File: config.mk
export PLATFORM = sky130hd
export DESIGN_NAME = irq_ctrl_regs
export DESIGN_NICKNAME = d
export VERILOG_FILES = /design/src/rtl/irq_regs_pkg.sv /design/src/rtl/irq_bus_fsm.sv /design/src/rtl/irq_status_reg.sv /design/src/rtl/irq_mask_reg.sv /design/src/rtl/irq_line_gen.sv /design/src/rtl/irq_ctrl_regs.sv
export SDC_FILE = /design/constraint.sdc
export NUM_CORES = 1
export LEC_CHECK = 0
export BUFFER_PORTS_ARGS = -buffer_cell sky130_fd_sc_hd__clkbuf_2
export CAP_MARGIN = 20
export CORE_ASPECT_RATIO = 0.75
export CORE_MARGIN = 1.5
export CORE_UTILIZATION = 43
export DETAILED_ROUTE_END_ITERATION = 16
export PLACE_DENSITY_LB_ADDON = 0.08
export SYNTH_ARGS = -nofsm -noshare
export SYNTH_HDL_FRONTEND = slang
export SYNTH_SLANG_ARGS = --single-unit
export TNS_END_PERCENT = 50
File: constraint.sdc
create_clock -name clk -period 1.6 [get_ports clk]
set_input_delay 0 -clock clk [delete_from_list [all_inputs] [get_ports clk]]
set_output_delay 0 -clock clk [all_outputs]
set_load 0.02 [all_outputs]
File: src/rtl/irq_regs_pkg.sv
package irq_regs_pkg;
    localparam int SRC_W_DEF  = 10;
    localparam int ADDR_W_DEF = 8;
    localparam int DATA_W_DEF = 32;

    // implemented sources: bits 0..7 and 9
    localparam logic [SRC_W_DEF-1:0] IMPL_DEF = 10'h2FF;
    // error group: NACK, RX overflow, TX overflow, RX underflow, arbitration lost
    localparam logic [SRC_W_DEF-1:0] ERR_DEF  = 10'h2E4;

    localparam logic [ADDR_W_DEF-1:0] OFS_STATUS_DEF = 8'h10;
    localparam logic [ADDR_W_DEF-1:0] OFS_MASK_DEF   = 8'h20;
    localparam logic [ADDR_W_DEF-1:0] OFS_UNMASK_DEF = 8'h24;
    localparam logic [ADDR_W_DEF-1:0] OFS_MASKON_DEF = 8'h28;

    typedef enum logic {
        ACC_IDLE  = 1'b0,
        ACC_RDATA = 1'b1
    } acc_state_e;
endpackage

File: src/rtl/irq_bus_fsm.sv
module irq_bus_fsm
    import irq_regs_pkg::*;
#(
    parameter int SRC_W  = SRC_W_DEF,
    parameter int ADDR_W = ADDR_W_DEF,
    parameter int DATA_W = DATA_W_DEF,
    parameter logic [ADDR_W-1:0] OFS_STATUS = OFS_STATUS_DEF,
    parameter logic [ADDR_W-1:0] OFS_MASK   = OFS_MASK_DEF,
    parameter logic [ADDR_W-1:0] OFS_UNMASK = OFS_UNMASK_DEF,
    parameter logic [ADDR_W-1:0] OFS_MASKON = OFS_MASKON_DEF
) (
    input  logic              clk,
    input  logic              rst_n,
    input  logic              wr_en,
    input  logic              rd_en,
    input  logic [ADDR_W-1:0] addr,
    input  logic [SRC_W-1:0]  wdata,
    input  logic [SRC_W-1:0]  status,
    input  logic [SRC_W-1:0]  mask,
    output logic [SRC_W-1:0]  clr_bits,
    output logic [SRC_W-1:0]  unmask_bits,
    output logic [SRC_W-1:0]  maskon_bits,
    output logic [DATA_W-1:0] rdata,
    output logic              rd_valid
);
    acc_state_e state_q, state_d;
    logic [DATA_W-1:0] rd_word;
    logic [DATA_W-1:0] rdata_q;

    // state register
    always_ff @(posedge clk or negedge rst_n) begin
        if (!rst_n) state_q <= ACC_IDLE;
        else        state_q <= state_d;
    end

    // next state
    always_comb begin
        state_d = state_q;
        unique case (state_q)
            ACC_IDLE:  if (rd_en)  state_d = ACC_RDATA;
            ACC_RDATA: if (!rd_en) state_d = ACC_IDLE;
            default:   state_d = ACC_IDLE;
        endcase
    end

    // read selection, zero-extended
    always_comb begin
        rd_word = '0;
        if (addr == OFS_STATUS)    rd_word[SRC_W-1:0] = status;
        else if (addr == OFS_MASK) rd_word[SRC_W-1:0] = mask;
    end

    always_ff @(posedge clk or negedge rst_n) begin
        if (!rst_n)     rdata_q <= '0;
        else if (rd_en) rdata_q <= rd_word;
    end

    // outputs
    always_comb begin
        rd_valid    = (state_q == ACC_RDATA);
        rdata       = rdata_q;
        clr_bits    = (wr_en && addr == OFS_STATUS) ? wdata : '0;
        unmask_bits = (wr_en && addr == OFS_UNMASK) ? wdata : '0;
        maskon_bits = (wr_en && addr == OFS_MASKON) ? wdata : '0;
    end

    assert_rd_resp_R11: assert property (@(posedge clk) disable iff (!rst_n)
        rd_en |=> rd_valid);
    assert_rd_quiet_R11: assert property (@(posedge clk) disable iff (!rst_n)
        !rd_en |=> !rd_valid);
endmodule

File: src/rtl/irq_status_reg.sv
module irq_status_reg
    import irq_regs_pkg::*;
#(
    parameter int SRC_W = SRC_W_DEF,
    parameter logic [SRC_W-1:0] IMPL = IMPL_DEF
) (
    input  logic             clk,
    input  logic             rst_n,
    input  logic [SRC_W-1:0] ev,
    input  logic [SRC_W-1:0] clr,
    output logic [SRC_W-1:0] status
);
    for (genvar i = 0; i < SRC_W; i++) begin : g_bit
        if (IMPL[i]) begin : g_flop
            logic bit_q;
            always_ff @(posedge clk or negedge rst_n) begin
                if (!rst_n)      bit_q <= 1'b0;
                else if (ev[i])  bit_q <= 1'b1;   // event wins over clear
                else if (clr[i]) bit_q <= 1'b0;
            end
            assign status[i] = bit_q;
        end else begin : g_none
            assign status[i] = 1'b0;
        end
    end

    assert_event_sets_R2: assert property (@(posedge clk) disable iff (!rst_n)
        ((ev & IMPL) != '0) |=> ((status & $past(ev & IMPL)) == $past(ev & IMPL)));
    assert_no_spurious_R2: assert property (@(posedge clk) disable iff (!rst_n)
        ((ev & IMPL) == '0) |=> ((status & ~$past(status)) == '0));
    assert_clear_drops_R3: assert property (@(posedge clk) disable iff (!rst_n)
        ((clr & ~ev) != '0) |=> ((status & $past(clr & ~ev)) == '0));
    assert_event_wins_R4: assert property (@(posedge clk) disable iff (!rst_n)
        ((ev & clr & IMPL) != '0) |=> ((status & $past(ev & clr & IMPL)) == $past(ev & clr & IMPL)));
    assert_unimpl_zero_R10: assert property (@(posedge clk) disable iff (!rst_n)
        (status & ~IMPL) == '0);
endmodule

File: src/rtl/irq_mask_reg.sv
module irq_mask_reg
    import irq_regs_pkg::*;
#(
    parameter int SRC_W = SRC_W_DEF,
    parameter logic [SRC_W-1:0] IMPL = IMPL_DEF
) (
    input  logic             clk,
    input  logic             rst_n,
    input  logic [SRC_W-1:0] unmask_bits,
    input  logic [SRC_W-1:0] maskon_bits,
    output logic [SRC_W-1:0] mask
);
    for (genvar i = 0; i < SRC_W; i++) begin : g_bit
        if (IMPL[i]) begin : g_flop
            logic bit_q;
            always_ff @(posedge clk or negedge rst_n) begin
                if (!rst_n)              bit_q <= 1'b1;
                else if (maskon_bits[i]) bit_q <= 1'b1;
                else if (unmask_bits[i]) bit_q <= 1'b0;
            end
            assign mask[i] = bit_q;
        end else begin : g_none
            assign mask[i] = 1'b0;
        end
    end

    assert_unmask_R5: assert property (@(posedge clk) disable iff (!rst_n)
        ((unmask_bits != '0) && (maskon_bits == '0)) |=> ((mask & $past(unmask_bits)) == '0));
    assert_maskon_R6: assert property (@(posedge clk) disable iff (!rst_n)
        (maskon_bits != '0) |=> ((mask & $past(maskon_bits)) == $past(maskon_bits & IMPL)));
    assert_mask_hold_R7: assert property (@(posedge clk) disable iff (!rst_n)
        ((unmask_bits == '0) && (maskon_bits == '0)) |=> $stable(mask));
endmodule

File: src/rtl/irq_line_gen.sv
module irq_line_gen
    import irq_regs_pkg::*;
#(
    parameter int SRC_W = SRC_W_DEF,
    parameter logic [SRC_W-1:0] ERR = ERR_DEF
) (
    input  logic             clk,
    input  logic             rst_n,
    input  logic [SRC_W-1:0] status,
    input  logic [SRC_W-1:0] mask,
    output logic             irq,
    output logic             err_irq
);
    logic [SRC_W-1:0] live;
    logic irq_q, err_q;

    assign live = status & ~mask;

    always_ff @(posedge clk or negedge rst_n) begin
        if (!rst_n) begin
            irq_q <= 1'b0;
            err_q <= 1'b0;
        end else begin
            irq_q <= |live;
            err_q <= |(live & ERR);
        end
    end

    assign irq     = irq_q;
    assign err_irq = err_q;

    assert_irq_tracks_R8: assert property (@(posedge clk) disable iff (!rst_n)
        1'b1 |=> (irq == $past(|(status & ~mask))));
    assert_err_tracks_R9: assert property (@(posedge clk) disable iff (!rst_n)
        1'b1 |=> (err_irq == $past(|(status & ~mask & ERR))));
    assert_err_implies_irq_R9: assert property (@(posedge clk) disable iff (!rst_n)
        err_irq |-> irq);
endmodule

File: src/rtl/irq_ctrl_regs.sv
module irq_ctrl_regs
    import irq_regs_pkg::*;
#(
    parameter int SRC_W  = SRC_W_DEF,
    parameter int ADDR_W = ADDR_W_DEF,
    parameter int DATA_W = DATA_W_DEF,
    parameter logic [SRC_W-1:0]  IMPL = IMPL_DEF,
    parameter logic [SRC_W-1:0]  ERR  = ERR_DEF,
    parameter logic [ADDR_W-1:0] OFS_STATUS = OFS_STATUS_DEF,
    parameter logic [ADDR_W-1:0] OFS_MASK   = OFS_MASK_DEF,
    parameter logic [ADDR_W-1:0] OFS_UNMASK = OFS_UNMASK_DEF,
    parameter logic [ADDR_W-1:0] OFS_MASKON = OFS_MASKON_DEF
) (
    input  logic              clk,
    input  logic              rst_n,
    input  logic [SRC_W-1:0]  ev_pulse,
    input  logic              wr_en,
    input  logic              rd_en,
    input  logic [ADDR_W-1:0] addr,
    input  logic [SRC_W-1:0]  wdata,
    output logic [DATA_W-1:0] rdata,
    output logic              rd_valid,
    output logic              irq,
    output logic              err_irq
);
    logic [SRC_W-1:0] status, mask;
    logic [SRC_W-1:0] clr_bits, unmask_bits, maskon_bits;

    irq_bus_fsm #(
        .SRC_W(SRC_W), .ADDR_W(ADDR_W), .DATA_W(DATA_W),
        .OFS_STATUS(OFS_STATUS), .OFS_MASK(OFS_MASK),
        .OFS_UNMASK(OFS_UNMASK), .OFS_MASKON(OFS_MASKON)
    ) u_bus (
        .clk(clk), .rst_n(rst_n), .wr_en(wr_en), .rd_en(rd_en),
        .addr(addr), .wdata(wdata), .status(status), .mask(mask),
        .clr_bits(clr_bits), .unmask_bits(unmask_bits), .maskon_bits(maskon_bits),
        .rdata(rdata), .rd_valid(rd_valid)
    );

    irq_status_reg #(.SRC_W(SRC_W), .IMPL(IMPL)) u_status (
        .clk(clk), .rst_n(rst_n), .ev(ev_pulse), .clr(clr_bits), .status(status)
    );

    irq_mask_reg #(.SRC_W(SRC_W), .IMPL(IMPL)) u_mask (
        .clk(clk), .rst_n(rst_n), .unmask_bits(unmask_bits),
        .maskon_bits(maskon_bits), .mask(mask)
    );

    irq_line_gen #(.SRC_W(SRC_W), .ERR(ERR)) u_line (
        .clk(clk), .rst_n(rst_n), .status(status), .mask(mask),
        .irq(irq), .err_irq(err_irq)
    );
endmodule

==> results of run 1 <==
-- cells in the mapped netlist --
| library cell | n |
|---|---|
| a222oi_1 | 1 |
| a21o_1 | 9 |
| o221ai_1 | 1 |
| conb_1 | 1 |
| inv_1 | 18 |
| and3_1 | 1 |
| nor4b_4 | 2 |
| a22oi_1 | 9 |
| buf_6 | 1 |
| o22ai_1 | 11 |
| and2_1 | 1 |
| a31oi_1 | 9 |
| nor3b_1 | 1 |
| o21ai_0 | 9 |
| nor2_1 | 2 |
| a21oi_1 | 9 |
| nand2_1 | 9 |
| dfrtp_1 | 21 |
| clkbuf_1 | 4 |
| buf_4 | 25 |
| nand3_1 | 10 |
| buf_1 | 1 |
| or3_1 | 1 |
| dfstp_2 | 9 |
-- final cells by class --
type / count / area (um2) / area share [%]
Clock buffer: 6 / 82.6 / 3.93
Clock inverter: 2 / 12.5 / 0.596
Inverter: 18 / 67.6 / 3.22
Multi-Input combinational cell: 108 / 626 / 29.8
Sequential cell: 30 / 762 / 36.3
Tap cell: 50 / 62.6 / 2.98
Timing Repair Buffer: 71 / 488 / 23.2
-- flip-flops by register name, summed over array words and instances, names as in the netlist --
register                     flops
u_line.irq                       1
u_mask.g_bit.g_flop.bit_q        9
u_bus.rdata                      9
u_bus.rd_valid                   1
u_status.g_bit.g_flop.bit_q      9
u_line.err_irq                   1
-- stage by stage --
step	worst slack [ns]	instances	area [um2]	hold slack (ns)	power (mW)
floorplan	0.102	187	1670	-0.296	0.906
global placement	-0.00730	254	1770	0.0992	0.939
detailed placement	-0.0429	254	1770	0.100	0.943
CTS	-0.000677	285	2100	0.00395	1.62
global route	-0.0801	285	2100	0.0101	1.67
finish	0.0133	285	2100	0.00372	1.61
-- worst max-delay path: stages (launching register included) --
cell and delay (ns):
dfstp_2 0.54, inv_2 0.03, a222oi_1 0.38, o221ai_1 0.20, or3_1 0.33
-- power groups by stage --
stage / sequential, mW / combinational, mW / clock [mW]
finish: 0.764 / 0.196 / 0.648
global route: 0.764 / 0.215 / 0.691
CTS: 0.764 / 0.195 / 0.659
detailed placement: 0.778 / 0.166 / 0
global placement: 0.777 / 0.161 / 0
floorplan: 0.780 / 0.125 / 0
-- logic make-up (layout without fill, tap and decap cells) --
kind of cell,count (synthesis),after routing,share of synthesized area [%]
compound gates,58,58,23.3
buf+inv,49,97,18.0
flops,30,30,48.1
simple gates,27,27,10.4
other cells,1,23,0.237
-- worst min-delay path by stage --
| stage | start | endpoint | slack, ns | cells past startpoint |
|---|---|---|---|---|
| after detailed placement | rst_n | u_bus.rdata[3] | 0.1 | 1 |
| after floorplan | rst_n | u_bus.rd_valid | -0.30 | 0 |
| after global routing | wdata[7] | u_mask.g_bit[7].g_flop.bit_q | 0.01 | 3 |
| after global placement | rst_n | u_bus.rdata[3] | 0.1 | 1 |
| final | wdata[9] | u_status.g_bit[9].g_flop.bit_q | 0.004 | 3 |
| after CTS | wdata[9] | u_status.g_bit[9].g_flop.bit_q | 0.004 | 3 |
-- routing by layer --
| layer | vias up | track usage (%) |
|---|---|---|
| met4 | 0 | 15.1 |
| li1 | 675 | - |
| met2 | 81 | 34.2 |
| met5 | - | 0 |
| met1 | 690 | 26.1 |
| met3 | 7 | 5.62 |
-- timing repair --
action                                  in CTS  in global routing
endpoints found under the setup margin       1                  9
endpoints found under the hold margin       35                  0
gates resized for setup                      1                  2
gates cloned                                 0                  0
pin swaps                                    2                  1
hold buffers                                23                  0
==> results by group, run 1 <==
Status
  – Outcome: completed

Critical path
  – Endpoint class of the critical path: register
  – Crit path launch type: register
  – WP data required: about 1.8 ns
  – Register-to-register setup slack: 0.01 ns
  – FF-to-FF Start: u_mask.g_bit[5].g_flop.bit_q
  – Arr. time, crit path: between 1.5 and 2 ns
  – CP Launch Point: u_mask.g_bit[5].g_flop.bit_q
  – FF-to-FF path depth: 4
  – Reg-to-Reg End: u_line.irq
  – Kind of critical path: reg2reg
  – Crit path max fanout: 2
  – Crit path capture: u_line.irq

Pwr
  – Gate power share: 12.2%
  – Sequential Power Share: 47.5%
  – Net switching power: 0.431 mW
  – Cell Int Power: roughly 1.2 mW
  – Switching Fraction: 26.8%
  – Pleak: 0.879 nW
  – Maximum vdd drop: 0.402 mV
  – Fraction of power consumed by the clock network: a little over 40%
  – Pwr Density: 766 nW/um2

Detailed routing
  – Highest routing layer actually used: met4
  – Met1 WL: 1.74 mm
  – DRC viols: 0
  – DR vias/cell: 5.10
  – Routed Wire Length: 4.00 mm
  – Via count: around 1500
  – Antenna Nets Post-Route: 0
  – DR WL met2: 1.83 mm
  – DR pass1 iterations: 4
  – Met3 wire len: 353 um
  – DR iter-0 viols: 113
  – DR WL/cell: 14.0 um

Logic synthesis
  – Synth unique cells: 24
  – Syn avg cell area: 9.61 um2
  – Largest area contributor in the netlist: dfrtp_1
  – Seq/Total Area, Yosys: 48.1%
  – Mapped Cells: 165
  – Synth Register Bits: 30
  – Post-Synthesis Cell Area: 1590 um2
  – Largest cells by area after synthesis: dfrtp_1, dfstp_2, buf_4
  – Synth top area share: 33.1%
  – Synth Warn #: 0

Final layout
  – Most common cell after layout, fill and taps aside: clkbuf_2
  – Final nets: 266
  – Final core occ: 61.8%
  – Commonest non-fill, non-tap cells in the layout: clkbuf_2, conb_1, dlygate4sd3_1
  – Diodes inserted: 0
  – Area grow syn2layout: 32.5%
  – Fillers: 281
  – Share of layout cells above drive strength 1: roughly 29%

Placed design
  – RD Place Congestion: 0.772
  – Post-DP HPWL: 2.67 mm
  – IO Port Bufs: 41

Floorplan
  – Die width: 73.1 um
  – Core footprint: between 3000 and 4000 um2
  – Cell Rows: 18
  – Chip Height: between 50 and 60 um
  – Initial Utilization: 46.6%
  – Ports: 67
  – Die ar.: approximately 4100 um2

Global route
  – Initial antenna violation count: 0
  – Global-route wire length before repair: 6.46 mm
  – Grt total ovfl: 0
  – Total track usage: 21.9%
  – Largest net degree at the start of global routing: 31
  – Vias in the first global route: 1416

Timing
  – Relative slew slack: 49.5%
  – Setup Skew: 0.00811 ns
  – Fmax: 630 MHz
  – Max Transition Viols Final: 0
  – Finish-stage setup viols: 0
  – Final hold violations: 0
  – RSZ-0062 raised after global routing: true
  – Transition time of the tightest slew-check pin: 0.757 ns
  – Setup TNS: 0 ns
  – Final period utilization: 99.2%
  – Final min period: around 1.6 ns

Clocking
  – Setup Fix Bufs, Post-CTS: 0
  – CTS Buf Count: 5
  – CTS clk-pin slew, worst paths: 0.07 ns
  – TritonCTS Sinks: 30
  – Clock Latency Late Sink: approximately 0.29 ns
  – Clock Path Buffers: 2
  – H-tree levels: 2
  – Root Driver: clkbuf_8
  – CTS tree: yes

Run
  – Max-Cap Viols: 0

Min path
  – Worst hold path class: in2reg
No activity file was read; power rests on OpenSTA's default activity.
==> run 2: changes to the inputs <==
CORE_UTILIZATION = 47   (was 43)
clock period = 1.78 ns   (was 1.6 ns; I/O delays follow)
==> run 2 against run 1 <==
Routed wire length fell by 7.4%. Critical path type unchanged. Count of clock-buffer cells in the layout up 1. Non-clock buffer count decreased by 3. Sequential power shrank 10%. Final cell count is 4.6% lower. Sequential share of layout area grew 0.82 points. Critical path depth stayed put. Core utilization rose by 1.1 points. Maximum frequency fell by 4.8%. Design area down 2.2%. Clock power fell by 13%. Combinational power is 10% lower.
==> results by group, run 2 (synthesis results as in run 1) <==
Final layout
  – Final core occ: between 60% and 70%
  – Final nets: 263
  – Fin area: 2050 um2
  – Fillers: 287
  – Diodes inserted: 0
  – Area grow syn2layout: 29.6%
  – Share of layout cells above drive strength 1: 27.6%
  – Most common cell after layout, fill and taps aside: clkbuf_2
  – Commonest non-fill, non-tap cells in the layout: clkbuf_2, conb_1, dlygate4sd3_1

Critical path
  – FF-to-FF Start: u_mask.g_bit[5].g_flop.bit_q
  – FF-to-FF path depth: 4
  – Register-to-register setup slack: 0.11 ns
  – Reg-to-Reg End: u_line.irq
  – Crit-path cells: inv_1, a222oi_1, o221ai_1, or3_1
  – Kind of critical path: reg2reg
  – Arr. time, crit path: about 1.8 ns
  – Endpoint class of the critical path: register
  – Worst stage delay on the critical path: 0.54 ns
  – CP max-delay cell: dfstp_2
  – Crit path launch type: register
  – Crit path max fanout: 3
  – WP data required: 1.95 ns
  – CP Launch Point: u_mask.g_bit[5].g_flop.bit_q

Timing
  – Final min period: 1.67 ns
  – Transition time of the tightest slew-check pin: 0.734 ns
  – Final setup margin: 0.114 ns
  – Max Transition Viols Final: 0
  – Setup TNS: 0 ns
  – Setup Skew: 0.00506 ns
  – Relative slew slack: 51.0%
  – Final hold violations: 0
  – Finish-stage setup viols: 0
  – RSZ-0062 raised after global routing: false
  – Fmax: 600 MHz
  – Final period utilization: between 90% and 100%

Pwr
  – Gate power share: 12.3%
  – Fraction of power consumed by the clock network: 39.6%
  – Sequential Power Share: between 40 and 50%
  – Pwr Density: 696 nW/um2
  – Pleak: 0.876 nW
  – Net switching power: around 0.37 mW
  – Pwr Total: 1.43 mW
  – Maximum vdd drop: 0.434 mV
  – Switching Fraction: 25.8%
  – Cell Int Power: 1.06 mW

Detailed routing
  – DRC viols: 0
  – DR vias/cell: 5.26
  – Antenna Nets Post-Route: 0
  – DR iter-0 viols: 64
  – Routed Wire Length: 3.70 mm
  – Via count: 1432
  – DR WL/cell: about 14 um
  – DR pass1 iterations: 4

Min path
  – Hold_sp: wdata[6]
  – Sink of the worst hold path: u_mask.g_bit[6].g_flop.bit_q
  – Worst Hold Depth: 3
  – Worst hold path class: in2reg

Placed design
  – Placed Area: 1740 um2
  – Post-DP HPWL: 2.53 mm
  – IO Port Bufs: slightly above 40
  – DP Worst Slack: 0.0726 ns
  – RD Place Congestion: 0.807

Floorplan
  – Cell Rows: 18
  – Initial Utilization: 48.5%
  – Ports: 67
  – Die width: 70.1 um
  – Chip Height: ~53 um
  – Core footprint: 3270 um2
  – Die ar.: 3730 um2

Clocking
  – Clock Path Buffers: 2
  – CTS Buf Count: 5
  – # resized after CTS: 0
  – CTS clk-pin slew, worst paths: ~0.06 ns
  – H-tree levels: 2
  – TritonCTS Sinks: 30
  – Clock Latency Late Sink: 0.28 ns
  – CTS tree: yes
  – Root Driver: clkbuf_8

Status
  – Outcome: completed

Global route
  – Largest net degree at the start of global routing: 31
  – Initial antenna violation count: 0
  – Vias in the first global route: 1288
  – Global-route wire length before repair: 5.79 mm
  – Total track usage: 20.9%
  – Grt total ovfl: 0

Run
  – Max-Cap Viols: 0
[run 2: cell count changes in the layout (fill, tap and decap cells not counted)]
cell,delta
clkbuf_1,+1
and3_4,-1
inv_2,-1
and3_1,+1
inv_1,+1
dlygate4sd3_1,-1
buf_4,-2
clkinvlp_4,-1
[run 2: power by group through the flow]
stage          clock, mW  sequential (mW)  combinational (mW)
6_report           0.567            0.687               0.176
5_1_grt            0.607            0.687               0.190
4_1_cts            0.578            0.687               0.176
3_5_place_dp           0            0.699               0.147
3_3_place_gp           0            0.699               0.143
2_1_floorplan          0            0.702               0.113
[run 2: stage by stage]
stage,instances,hold slack [ns]
floorplan,187,-0.296
global placement,241,0.0967
detailed placement,241,0.101
CTS,271,0.000214
global route,272,0.0420
finish,272,0.00472
[run 2: layout make-up]
| type | instances | area, um2 | area share [%] |
|---|---|---|---|
| flip-flops and latches | 30 | 762 | 37.1 |
| multi-input cells | 108 | 621 | 30.2 |
| repair buffers | 68 | 463 | 22.5 |
| clock buffers | 7 | 86.3 | 4.20 |
| inverters | 18 | 67.6 | 3.29 |
| well taps | 40 | 50.0 | 2.44 |
| clock inverters | 1 | 5.00 | 0.244 |
[run 2: worst max-delay path by stage]
stage	endpoint	slack (ns)	cells past startpoint
finish	u_line.irq	0.11	4
global route	u_line.irq	0.05	4
CTS	u_line.irq	0.06	4
detailed placement	u_line.irq	0.07	4
global placement	u_line.irq	0.14	4
floorplan	u_line.irq	0.28	4
[run 2: routing by layer]
metal / routed length [um] / track usage (%) / vias to the layer above
met5: 0 / 0 / -
met4: 95 / 10.6 / 0
met3: 262 / 5.71 / 10
met2: 1750 / 34.3 / 79
met1: 1600 / 25.9 / 669
li1: - / - / 674
[run 2: critical path: cells and delay by family, from the launching register on]
| kind | cells | cell delay [ns] |
|---|---|---|
| AOI/OAI and AO/OA | 2 | 0.63 |
| DFF | 1 | 0.54 |
| buffers and inverters | 1 | 0.05 |
| and+or+nand+nor | 1 | 0.33 |
[run 2: what timing repair did]
action	in CTS	in global routing
endpoints found under the setup margin	0	1
setup buffers	0	1
endpoints found under the hold margin	37	0
hold buffers	22	0
==> run 3: changes to the inputs <==
CORE_UTILIZATION = 40   (was 47)
==> run 3 against run 2 <==
Worst hold slack got worse by 0.0020 ns. Design area down 0.67%. Sequential share of layout area grew 0.25 points. Combinational power fell by 3%. Via count shrank 1.8%. Critical endpoint unchanged. Largest power group unchanged.
==> results by group, run 3 (synthesis results as in run 1) <==
Timing
  – Setup TNS: 0 ns
  – Transition time of the tightest slew-check pin: approximately 0.73 ns
  – Max Transition Viols Final: 0
  – RSZ-0062 raised after global routing: false
  – Fmax: around 600 MHz
  – Final min period: 1.68 ns
  – Relative slew slack: 51.6%
  – Final hold violations: 0
  – Final period utilization: 94.2%
  – Finish-stage setup viols: 0
  – Setup Skew: between 0.003 and 0.004 ns

Pwr
  – Maximum vdd drop: 0.349 mV
  – Pleak: 0.864 nW
  – Pwr Density: slightly below 700 nW/um2

Placed design
  – Placed cell count: 253
  – Post-DP HPWL: roughly 2.5 mm
  – RD Place Congestion: approximately 0.80
  – IO Port Bufs: between 40 and 50

Clocking
  – H-tree levels: 2
  – CTS clk-pin slew, worst paths: roughly 0.06 ns
  – Clock Path Buffers: 2
  – Clock Latency Late Sink: 0.28 ns
  – TritonCTS Sinks: 30
  – CTS tree: yes
  – CTS Buf Count: 5
  – Root Driver: clkbuf_8

Floorplan
  – Initial Utilization: between 40% and 50%
  – Die width: 75.7 um
  – Chip Height: 57.5 um
  – Die ar.: approximately 4400 um2
  – Cell Rows: 19
  – Ports: 67
  – Core footprint: 3730 um2

Critical path
  – Crit path max fanout: 4
  – Buf/Inv on CP: 1
  – Crit-path cells: inv_1, a222oi_1, o221ai_1, or3_1
  – Endpoint class of the critical path: register
  – Reg-to-Reg End: u_line.irq
  – CP max-delay cell: dfstp_2
  – FF-to-FF Start: u_mask.g_bit[5].g_flop.bit_q
  – FF-to-FF path depth: 4
  – Register-to-register setup slack: 0.10 ns
  – Delay-heaviest family, CP: compound AO/OA/AOI/OAI gates
  – Kind of critical path: reg2reg
  – Arr. time, crit path: ~1.8 ns
  – Worst stage delay on the critical path: 0.55 ns
  – WP data required: between 1.5 and 2 ns
  – Crit path launch type: register

Detailed routing
  – Via count: 1406
  – DRC viols: 0
  – DR vias/cell: 4.99
  – DR WL/cell: 13.0 um
  – Antenna Nets Post-Route: 0
  – Routed Wire Length: 3.67 mm
  – DR pass1 iterations: 5
  – DR iter-0 viols: 66

Min path
  – Worst hold path class: in2reg
  – Hold_sp: wdata[1]
  – Sink of the worst hold path: u_status.g_bit[1].g_flop.bit_q
  – Worst Hold Depth: 3

Final layout
  – Final nets: about 260
  – Commonest non-fill, non-tap cells in the layout: clkbuf_2, conb_1, dfrtp_1
  – Area grow syn2layout: 28.7%
  – Most common cell after layout, fill and taps aside: clkbuf_2
  – Fillers: 377
  – Non-filler cells, final: 282
  – Share of layout cells above drive strength 1: between 20% and 30%
  – Diodes inserted: 0

Global route
  – Total track usage: 18.5%
  – Global-route wire length before repair: roughly 5.8 mm
  – Vias in the first global route: between 1000 and 1500
  – Largest net degree at the start of global routing: 31
  – Initial antenna violation count: 0
  – Grt total ovfl: 0

Run
  – Max-Cap Viols: 0

Status
  – Outcome: completed
-- run 3: layer usage --
layer / part of all wire (%) / routed length [um] / GRT usage, %
met3: 6.8 / 248 / 5.83
met4: 1.1 / 42 / 6.89
met5: 0 / 0 / 0
met2: 47 / 1730 / 29.2
met1: 45 / 1640 / 23.9
-- run 3: what timing repair did --
item,4_1_cts,5_1_grt
hold endpoints to repair,35,0
setup buffers,0,1
endpoints found under the setup margin,0,1
gates resized for setup,0,0
hold buffers,20,0
-- run 3: area by class of cell --
cell class	instances	area [um2]	area share [%]
clock buffer	6	72.6	3.56
clock inverter	2	10.0	0.490
inverter	18	67.6	3.31
multi-input combinational	108	621	30.4
sequential	30	762	37.3
tap	52	65.1	3.19
timing repair buffer	66	443	21.7
-- run 3: power breakdown --
part	internal, mW	switching [mW]	total [mW]
Clock	0.270	0.253	0.523
Combinational	0.0603	0.110	0.171
Sequential	0.686	0.00127	0.687
-- run 3: worst max-delay path by stage --
stage                                            start    endpoint  depth (start not counted)
after floorplan           u_mask.g_bit[5].g_flop.bit_q  u_line.irq                          4
after global placement    u_mask.g_bit[5].g_flop.bit_q  u_line.irq                          4
after detailed placement  u_mask.g_bit[5].g_flop.bit_q  u_line.irq                          4
after CTS                 u_mask.g_bit[5].g_flop.bit_q  u_line.irq                          4
after global routing      u_mask.g_bit[5].g_flop.bit_q  u_line.irq                          4
final                     u_mask.g_bit[5].g_flop.bit_q  u_line.irq                          4
-- run 3: worst reg2reg max path: cells and delay by family, from the launching register on --
kind            cells  cell delay [ns]
compound gates      2             0.63
simple gates        1             0.34
buf+inv             1             0.04
flops               1             0.55
-- run 3: through the flow --
step	power (mW)	hold WS (ns)	util, %	area, um2	worst slack [ns]
6_report	1.38	0.00271	54.7	2040	0.104
5_1_grt	1.44	0.0163	54.7	2040	0.0105
4_1_cts	1.40	0.00182	54.5	2030	0.0626
3_5_place_dp	0.844	0.0966	46.9	1750	0.0671
3_3_place_gp	0.842	0.102	46.9	1750	0.108
2_1_floorplan	0.814	-0.296	-	1670	0.282
